==> src/rtl/pgreg_pkg.sv <==
// Shared types for the paged register sequencer.
// Assumes the opcode and bus-kind encodings listed in the brief.
package pgreg_pkg;
    typedef enum logic [2:0] {
        OP_WR   = 3'd0,
        OP_RD   = 3'd1,
        OP_SET  = 3'd2,
        OP_CLR  = 3'd3,
        OP_WR16 = 3'd4
    } op_e;

    typedef enum logic [1:0] {
        BK_WR    = 2'd0,
        BK_RD    = 2'd1,
        BK_BURST = 2'd2
    } bkind_e;

    typedef enum logic [1:0] {
        ST_IDLE,
        ST_SEL,
        ST_ACC,
        ST_WB
    } st_e;
endpackage

==> src/rtl/pgreg_page_cache.sv <==
// Holds the page currently selected in the device and compares it with a
// probe page. Assumes that upd is raised only for an acknowledged select.
module pgreg_page_cache #(
    parameter int PAGE_W = 8
) (
    input  logic              clk,
    input  logic              rst_n,
    input  logic [PAGE_W-1:0] probe_page,
    input  logic              upd,
    input  logic [PAGE_W-1:0] new_page,
    output logic              hit,
    output logic [PAGE_W-1:0] cur_page
);
    localparam logic [PAGE_W-1:0] RESET_PAGE = {PAGE_W{1'b1}};

    // Cached page register: all ones after reset, loaded on a confirmed select.
    always_ff @(posedge clk) begin
        if (!rst_n)   cur_page <= RESET_PAGE;
        else if (upd) cur_page <= new_page;
    end

    // Hit when the probe page is already selected.
    always_comb hit = (probe_page == cur_page);


    cache_only_on_upd_chk: assert property (@(posedge clk) disable iff (!rst_n)
        !$stable(cur_page) |-> $past(upd))
        else $error("cached page changed without a confirmed select");
endmodule

==> src/rtl/pgreg_modify.sv <==
// Computes the write-back byte of a read-modify-write: OR for set, AND-NOT
// for clear. Purely combinational; other opcodes give the clear result.
module pgreg_modify
    import pgreg_pkg::*;
#(
    parameter int DATA_W = 8
) (
    input  op_e               op,
    input  logic [DATA_W-1:0] rd_byte,
    input  logic [DATA_W-1:0] mask,
    output logic [DATA_W-1:0] wb_byte
);
    // Merge the mask into the byte read back.
    always_comb wb_byte = (op == OP_SET) ? (rd_byte | mask) : (rd_byte & ~mask);
endmodule

==> src/rtl/pgreg_ctrl.sv <==
// Command sequencer: accepts one command when idle, then issues an optional
// page select, the data access and an optional write-back. Assumes bus_ack
// and bus_err are single-cycle pulses answering the request held high.
module pgreg_ctrl
    import pgreg_pkg::*;
#(
    parameter int ADDR_W = 8,
    parameter int DATA_W = 8
) (
    input  logic                clk,
    input  logic                rst_n,
    input  logic                cmd_valid,
    input  op_e                 cmd_op,
    input  logic [DATA_W-1:0]   cmd_page,
    input  logic [ADDR_W-1:0]   cmd_offs,
    input  logic [2*DATA_W-1:0] cmd_data,
    input  logic                hit,
    input  logic [DATA_W-1:0]   cache_page,
    input  logic [DATA_W-1:0]   wb_byte,
    output logic                cmd_ready,
    output logic                busy,
    output logic                rd_valid,
    output logic [DATA_W-1:0]   rd_data,
    output logic                err_flag,
    output logic                cache_upd,
    output logic [DATA_W-1:0]   page_q,
    output op_e                 op_q,
    output logic [DATA_W-1:0]   mask_q,
    output logic                bus_req,
    output bkind_e              bus_kind,
    output logic [ADDR_W-1:0]   bus_addr,
    output logic [2*DATA_W-1:0] bus_wdata,
    input  logic [DATA_W-1:0]   bus_rdata,
    input  logic                bus_ack,
    input  logic                bus_err
);
    localparam logic [ADDR_W-1:0] SEL_ADDR = {ADDR_W{1'b1}};
    localparam logic [DATA_W-1:0] ZB       = '0;

    st_e                 state;
    logic [ADDR_W-1:0]   offs_q;
    logic [2*DATA_W-1:0] data_q;
    logic [DATA_W-1:0]   rmw_q;
    logic                accept;

    assign accept    = cmd_valid && (state == ST_IDLE);
    assign busy      = (state != ST_IDLE);
    assign cmd_ready = !busy;
    assign mask_q    = data_q[DATA_W-1:0];
    assign cache_upd = (state == ST_SEL) && bus_ack && !bus_err;

    // Sequencer state, command latch and result registers.
    always_ff @(posedge clk) begin
        if (!rst_n) begin
            state    <= ST_IDLE;
            offs_q   <= '0;
            page_q   <= '0;
            data_q   <= '0;
            op_q     <= OP_WR;
            rmw_q    <= '0;
            rd_valid <= 1'b0;
            rd_data  <= '0;
            err_flag <= 1'b0;
        end else begin
            rd_valid <= 1'b0;
            case (state)
                ST_IDLE: if (accept) begin
                    op_q     <= cmd_op;
                    page_q   <= cmd_page;
                    offs_q   <= cmd_offs;
                    data_q   <= cmd_data;
                    err_flag <= 1'b0;
                    state    <= hit ? ST_ACC : ST_SEL;
                end
                ST_SEL: begin
                    if (bus_err) begin
                        err_flag <= 1'b1;
                        state    <= ST_IDLE;
                    end else if (bus_ack) begin
                        state <= ST_ACC;
                    end
                end
                ST_ACC: begin
                    if (bus_err) begin
                        err_flag <= 1'b1;
                        state    <= ST_IDLE;
                    end else if (bus_ack) begin
                        case (op_q)
                            OP_RD: begin
                                rd_data  <= bus_rdata;
                                rd_valid <= 1'b1;
                                state    <= ST_IDLE;
                            end
                            OP_SET, OP_CLR: begin
                                rmw_q <= wb_byte;
                                state <= ST_WB;
                            end
                            default: state <= ST_IDLE;
                        endcase
                    end
                end
                ST_WB: begin
                    if (bus_err) begin
                        err_flag <= 1'b1;
                        state    <= ST_IDLE;
                    end else if (bus_ack) begin
                        state <= ST_IDLE;
                    end
                end
                default: state <= ST_IDLE;
            endcase
        end
    end

    // Byte-port request decoded from the current step.
    always_comb begin
        bus_req   = busy;
        bus_kind  = BK_WR;
        bus_addr  = offs_q;
        bus_wdata = {ZB, data_q[DATA_W-1:0]};
        case (state)
            ST_SEL: begin
                bus_addr  = SEL_ADDR;
                bus_wdata = {ZB, page_q};
            end
            ST_ACC: begin
                case (op_q)
                    OP_RD, OP_SET, OP_CLR: bus_kind = BK_RD;
                    OP_WR16: begin
                        bus_kind  = BK_BURST;
                        bus_wdata = data_q;
                    end
                    default: bus_kind = BK_WR;
                endcase
            end
            ST_WB: bus_wdata = {ZB, rmw_q};
            default: ;
        endcase
    end


    cache_load_chk: assert property (@(posedge clk) disable iff (!rst_n)
        (state == ST_SEL && bus_ack && !bus_err) |=> (cache_page == $past(page_q)))
        else $error("cache not loaded after select");


    cache_keep_on_err_chk: assert property (@(posedge clk) disable iff (!rst_n)
        (state == ST_SEL && bus_err) |=> $stable(cache_page))
        else $error("cache changed on failed select");


    set_mask_chk: assert property (@(posedge clk) disable iff (!rst_n)
        (state == ST_WB && bus_req && op_q == OP_SET) |->
            ((bus_wdata[DATA_W-1:0] & mask_q) == mask_q))
        else $error("set write-back lacks mask bits");


    clr_mask_chk: assert property (@(posedge clk) disable iff (!rst_n)
        (state == ST_WB && bus_req && op_q == OP_CLR) |->
            ((bus_wdata[DATA_W-1:0] & mask_q) == '0))
        else $error("clear write-back keeps mask bits");


    busy_hold_chk: assert property (@(posedge clk) disable iff (!rst_n)
        busy |=> ($stable(page_q) && $stable(offs_q) && $stable(data_q)))
        else $error("command latch changed while busy");


    rd_pulse_chk: assert property (@(posedge clk) disable iff (!rst_n)
        rd_valid |=> !rd_valid)
        else $error("read valid longer than one cycle");


    rd_source_chk: assert property (@(posedge clk) disable iff (!rst_n)
        rd_valid |-> $past(bus_ack && !bus_err && op_q == OP_RD))
        else $error("read valid without read response");
endmodule

==> src/rtl/pgreg_seq.sv <==
// Top of the paged register sequencer: splits the logical register number,
// ties the page cache, the modify unit and the sequencer together.
// Assumes the device selects its page through in-page address all-ones.
module pgreg_seq
    import pgreg_pkg::*;
#(
    parameter int ADDR_W = 8,
    parameter int DATA_W = 8,
    localparam int REG_W = ADDR_W + DATA_W
) (
    input  logic                clk,
    input  logic                rst_n,
    input  logic                cmd_valid,
    output logic                cmd_ready,
    input  logic [2:0]          cmd_op,
    input  logic [REG_W-1:0]    cmd_reg,
    input  logic [2*DATA_W-1:0] cmd_data,
    output logic                busy,
    output logic                rd_valid,
    output logic [DATA_W-1:0]   rd_data,
    output logic                err_flag,
    output logic                bus_req,
    output logic [1:0]          bus_kind,
    output logic [ADDR_W-1:0]   bus_addr,
    output logic [2*DATA_W-1:0] bus_wdata,
    input  logic [DATA_W-1:0]   bus_rdata,
    input  logic                bus_ack,
    input  logic                bus_err
);
    logic [DATA_W-1:0] cmd_page;
    logic [ADDR_W-1:0] cmd_offs;
    logic              hit, cache_upd;
    logic [DATA_W-1:0] cache_page, page_q, mask_q, wb_byte;
    op_e               op_q;
    bkind_e            kind;

    assign cmd_page = cmd_reg[REG_W-1:ADDR_W];
    assign cmd_offs = cmd_reg[ADDR_W-1:0];
    assign bus_kind = kind;

    pgreg_page_cache #(.PAGE_W(DATA_W)) u_cache (
        .clk(clk), .rst_n(rst_n), .probe_page(cmd_page), .upd(cache_upd),
        .new_page(page_q), .hit(hit), .cur_page(cache_page)
    );

    pgreg_modify #(.DATA_W(DATA_W)) u_mod (
        .op(op_q), .rd_byte(bus_rdata), .mask(mask_q), .wb_byte(wb_byte)
    );

    pgreg_ctrl #(.ADDR_W(ADDR_W), .DATA_W(DATA_W)) u_ctrl (
        .clk(clk), .rst_n(rst_n), .cmd_valid(cmd_valid), .cmd_op(op_e'(cmd_op)),
        .cmd_page(cmd_page), .cmd_offs(cmd_offs), .cmd_data(cmd_data),
        .hit(hit), .cache_page(cache_page), .wb_byte(wb_byte),
        .cmd_ready(cmd_ready), .busy(busy), .rd_valid(rd_valid), .rd_data(rd_data),
        .err_flag(err_flag), .cache_upd(cache_upd), .page_q(page_q), .op_q(op_q),
        .mask_q(mask_q), .bus_req(bus_req), .bus_kind(kind), .bus_addr(bus_addr),
        .bus_wdata(bus_wdata), .bus_rdata(bus_rdata), .bus_ack(bus_ack), .bus_err(bus_err)
    );
endmodule

==> config.mk <==
export PLATFORM = sky130hd
export DESIGN_NAME = pgreg_seq
export DESIGN_NICKNAME = d
export VERILOG_FILES = /design/src/rtl/pgreg_pkg.sv /design/src/rtl/pgreg_page_cache.sv /design/src/rtl/pgreg_modify.sv /design/src/rtl/pgreg_ctrl.sv /design/src/rtl/pgreg_seq.sv
export SDC_FILE = /design/constraint.sdc
export NUM_CORES = 1
export LEC_CHECK = 0
export ABC_CLOCK_PERIOD_IN_PS = 2100
export BUFFER_PORTS_ARGS = -buffer_cell sky130_fd_sc_hd__buf_4
export CAP_MARGIN = 0
export CORE_ASPECT_RATIO = 1.75
export CORE_MARGIN = 2
export CORE_UTILIZATION = 30
export CTS_BUF_LIST = sky130_fd_sc_hd__clkbuf_8
export DETAILED_ROUTE_END_ITERATION = 8
export RECOVER_POWER = 100
export SYNTH_ARGS = -nofsm -noshare
export SYNTH_HDL_FRONTEND = slang
export SYNTH_SLANG_ARGS = --single-unit
==> constraint.sdc <==
create_clock -name clk -period 2.1 [get_ports clk]
set_input_delay 0.21 -clock clk [delete_from_list [all_inputs] [get_ports clk]]
set_output_delay 0.21 -clock clk [all_outputs]
set_load 0.02 [all_outputs]
# == Yosys cells after proc, flatten, opt, wreduce, memory -nomap -nowiden ==
# Index checks and enable logic that the tools add are counted.
# word_totals
register_bits,63
# classes
n_reduce_logical,16
n_mux,20
n_eq_ne,13
bitwise_logic,7
# ops
cell,count
16-bit case mux with 3 select lines,1
2-bit two-way mux,10
16-bit two-way mux,1
8-bit two-way mux,2
4-bit AND reduction,3
3-bit != test (second input constant),3
8-bit AND,1
8-bit == test,1
8-bit inverter,1
8-bit OR,1
2-bit case mux with 4 select lines,1
3-bit by 2-bit == test with 1-bit output (second input constant),2
3-bit OR reduction,2
2-bit == test (second input constant),2
2-bit by 1-bit != test with 1-bit output (second input constant),2
1-bit inverter,4
2-bit case mux with 2 select lines,1
2-bit AND reduction,2
4-bit OR reduction,1
3-bit by 1-bit == test with 1-bit output (second input constant),1
3-bit == test (second input constant),1
1-bit logical AND,3
1-bit two-way mux,3
2-bit by 1-bit == test with 1-bit output (second input constant),1
5 further kinds,6

# == Logic depth before layout (Yosys ltp) ==
# depth
ltp_word,6
mapped_depth,6
ltp_nobuf,4

# == Hierarchy ==
# Synthesis repeated with hierarchy kept, for this count alone.
# hier_totals
cells_unflattened,362
area_unflattened_um2,2946.6
# by_module_without_submodules
module,cells_each,area_per_inst_um2,instances
pgreg_ctrl,316,2466.1,1
pgreg_page_cache,37,371.6,1
pgreg_modify,9,108.9,1

# == Worst setup path after synthesis ==
# OpenSTA, ideal clock, no wires.
# synth_timing
path_kind,register to output
from,reg u_ctrl.state[1]
to,out bus_wdata[10]
t_required_ps,1890
setup_slack_ps,420
path_buffers,1
path_stages_with_launch,5
arrival_ps,1470
path_cell_list,dfxtp_1 -> buf_2 -> nand3b_1 -> nor3_2 -> and2_1
# synth_via
elab_chain_cells,2
elab_cells_between_ends,4
# synth_rtl
item,line_no,source
from (decl),pgreg_ctrl.sv:40,st_e state;
from (signal assigned),pgreg_ctrl.sv:73,state <= hit ? ST_ACC : ST_SEL;
2-bit == test / 2-bit by 1-bit == test with 1-bit output (equally long branches),pgreg_ctrl.sv:121,case (state)
16-bit case mux with 3 select lines *,pgreg_ctrl.sv:121,
to (decl),pgreg_seq.sv:25,"output logic [2*DATA_W-1:0] bus_wdata,"
# Every way passes the cells marked *; elsewhere a longest branch is shown, timed or not.

# == Worst setup path in the final report ==
# layout_timing
from,reg u_ctrl.state[1]
to,out bus_wdata[0]
# The elaborated chain is that of the path after synthesis.

==> impl_metrics.env <==
export IMPL_outcome="finished clean"
export IMPL_drc=0
export IMPL_nets=468
export IMPL_postLayoutCellArea_um2=3560
export IMPL_holdPathStages=3
export IMPL_ff2ff_setup_slack_ns=0.39
export IMPL_crit_path_end_kind="output port"
export IMPL_setup_viol=0
export IMPL_p_leak_nw=1.480
export IMPL_rr_worst_depth=6
export IMPL_yosysTopAreaCell="dfxtp_1"
export IMPL_hp_start="bus_rdata[2]"
export IMPL_firstDrtPassIters=4
export IMPL_ys_seq_elements=63
export IMPL_async_reset_ff_share_pct=0
export IMPL_syn_area_um2=2753
export IMPL_vias=2480
export IMPL_dieArea_um2=9988
export IMPL_peakVddDrop_uv=403.2
export IMPL_yosysSeqAreaShare_pct=45.82
export IMPL_cts_path_max_buffers=2
export IMPL_cts_resized=0
export IMPL_tightest_slew_ns=0.6623
export IMPL_syn_to_final_growth_pct=29.32
export IMPL_max_freq_mhz=508.2
export IMPL_grt_pass1_vias=2404
export IMPL_final_setup_tns_ns=0
export IMPL_r2r_end="u_cache.cur_page[4]$_SDFFE_PN1P_"
export IMPL_synth_most_common_cell="nand2_1"
export IMPL_tritoncts="built"
export IMPL_yosysWarnings=0
export IMPL_grt_max_degree=29
export IMPL_h_tree_depth=3
export IMPL_syn_area_per_cell_um2=8.192
export IMPL_switching_power_mw=0.8941
export IMPL_synth_xor_area_share_pct=2.545
export IMPL_power_density_nw_per_um2=830.5
export IMPL_vias_per_cell=4.567
export IMPL_hp_class="primary input to flip-flop"
export IMPL_grt_pass1_wl_mm=11.61
export IMPL_synth_top_family_by_area="simple AND/OR/NAND/NOR gates"
export IMPL_die_h_um=130.7
export IMPL_critPathArrivalTime_ns=1.76
export IMPL_io_buffer_count=86
export IMPL_holdWs_ns=0.1046
export IMPL_io_pins=87
export IMPL_rr_startpoint="u_ctrl.state[1]$_SDFFE_PN0P_"
export IMPL_syn_inst=336
export IMPL_p_int_mw=2.062
export IMPL_crit_path_max_fanout=11
export IMPL_die_w_um=76.41
export IMPL_pwr_share_clk_pct=32.9
export IMPL_cts_setup_buffers=0
export IMPL_ys_top_cells_by_area="dfxtp_1 46%, nand2_1 12%, mux2i_1 8.7%"
export IMPL_drv_cap=0
export IMPL_skew_ns=0.005073
export IMPL_fp_coreArea_um2=8979
export IMPL_cp_start_kind="flip-flop"
export IMPL_crit_type="flip-flop to output port"
export IMPL_synthMuxAreaShare_pct=9.136
export IMPL_worstSkewPairLatency_ns=0.34
export IMPL_dr_first_iter_drc_count=132
export IMPL_postPlaceCellArea_um2=3517
export IMPL_synth_adder_area_share_pct=0
export IMPL_synth_enable_flop_cells=0
export IMPL_period_share_pct=93.69
export IMPL_overflow=0
export IMPL_maxSlewViolCount=0
export IMPL_syn_num_nets=384
export IMPL_rows=46
export IMPL_swShare_pct=30.24
export IMPL_synth_top_area_share_pct=45.82
export IMPL_place_hpwl_mm=5.401
export IMPL_gp_congestion=0.7733
export IMPL_synth_simple_gate_area_share_pct=25.64
export IMPL_routed_wirelength_mm=7.135
export IMPL_synth_compound_area_share_pct=12.27
export IMPL_cts_reportedPaths_clkPinSlew_ns=0.07
export IMPL_diodes=0
export IMPL_synthTopCellsByCount="87 x nand2_1, 63 x dfxtp_1, 45 x a21oi_1"
export IMPL_wl_per_cell_um=13.14
export IMPL_grt_setup_unrepaired="false"
export IMPL_fin_crit_ns=1.968
export IMPL_numCtsBuffers=9
export IMPL_comb_power_share_pct=22.2
export IMPL_track_usage_pct=15.01
export IMPL_critPathRequiredTime_ns=1.89
export IMPL_layout_drive_gt1_share_pct=20.33
export IMPL_initial_core_util_pct=30.66
export IMPL_clockRootBuffer="clkbuf_8"
export IMPL_whs_endpoint="u_ctrl.rd_data[2]$_SDFFE_PN0P_"
export IMPL_ys_flop_type="dfxtp_1"
export IMPL_synthDistinctLibCells=34
export IMPL_ant_nets=0
export IMPL_seqPwrFrac_pct=45.0
export IMPL_clock_sinks=63
export IMPL_hold_viol=0
export IMPL_cts_hold_buf=0
export IMPL_nFillCells=1018
export IMPL_max_slew_margin_pct=55.85
export IMPL_antenna_found_initial=0
==> per-stage QoR <==
step / cells / power (mW) / utilization [%] / setup slack [ns]
3_5_place_dp: 529 / 2.086 / 39.17 / 0.4774
6_report: 543 / 2.956 / 39.65 / 0.1324
4_1_cts: 543 / 3.065 / 41.21 / 0.2571
5_1_grt: 543 / 3.123 / 39.65 / 0.08406
2_1_floorplan: 336 / 1.782 / - / 0.4202
3_3_place_gp: 529 / 2.075 / 39.17 / 0.4921
==> area by class of cell <==
cell class	instances	area, um^2	area share (%)
Clock buffer	13	178.9	5.026
Clock inverter	1	3.754	0.1054
Inverter	2	7.507	0.2109
Multi-Input combinational cell	248	1355	38.07
Sequential cell	63	1261	35.43
Tap cell	120	150.1	4.218
Timing Repair Buffer	96	603.1	16.94
==> metal layers <==
layer | global-route usage, % | share of wire [%] | up-vias
met5 | 0 | 0 | -
met3 | 4.052 | 4.6 | 13
li1 | - | - | 1280
met2 | 27.28 | 53 | 69
met4 | 6.952 | 2.3 | 0
met1 | 16.26 | 40 | 1118
==> layout by cell type (no fill, tap or decap), drive strengths merged, types with 3 or more instances in the layout <==
cell    netlist  routed
inv           2       3
and2          9       9
a21oi        45      45
mux2i        24      24
a211oi        8       8
nor2         29      29
xor2          8       8
clkbuf       11      50
buf          12      59
dfxtp        63      63
nand2        87      87
nand2b       10      10
nand3         9       9
==> state kept, by name (all words and copies together) (netlist names) <==
signal	cells
u_ctrl.data_q	16
u_cache.cur_page	8
u_ctrl.offs_q	8
u_ctrl.page_q	8
u_ctrl.rd_data	8
u_ctrl.rmw_q	8
u_ctrl.op_q	3
u_ctrl.state	2
u_ctrl.err_flag	1
u_ctrl.rd_valid	1
==> logic make-up (layout without fill, tap and decap cells) <==
| family | after synthesis | count (layout) |
|---|---|---|
| and+or+nand+nor | 157 | 157 |
| DFF | 63 | 63 |
| AOI/OAI and AO/OA | 58 | 58 |
| muxes | 25 | 25 |
| buffers and inverters | 25 | 112 |
| xor gates and xnor gates | 8 | 8 |
==> power groups by stage <==
stage | registers [mW] | clock network, mW | logic, mW
after global routing | 1.34 | 1.05 | 0.730
after detailed placement | 1.36 | 0 | 0.730
after global placement | 1.35 | 0 | 0.721
after floorplan | 1.34 | 0 | 0.438
final | 1.33 | 0.972 | 0.655
after CTS | 1.33 | 1.00 | 0.732
==> worst max-delay path, stage by stage, from the launching register on <==
cell and delay, ns:
dfxtp_1 0.39, clkbuf_2 0.37, mux2i_1 0.13, a21oi_1 0.25
clkbuf_1 0.27
==> how the worst max path moves through the flow <==
| stage | startpoint | to | cells after the start |
|---|---|---|---|
| floorplan | u_ctrl.state[1]$_SDFFE_PN0P_ | bus_wdata[10] | 4 |
| global placement | bus_err | u_ctrl.rmw_q[0]$_SDFFE_PN0P_ | 5 |
| detailed placement | u_ctrl.state[1]$_SDFFE_PN0P_ | u_ctrl.page_q[5]$_SDFFE_PN0P_ | 5 |
| CTS | u_ctrl.op_q[2]$_SDFFE_PN0P_ | bus_wdata[12] | 4 |
| global route | u_ctrl.state[1]$_SDFFE_PN0P_ | bus_wdata[0] | 4 |
| finish | u_ctrl.state[1]$_SDFFE_PN0P_ | bus_wdata[0] | 4 |
(Power assumes the default switching activity.)
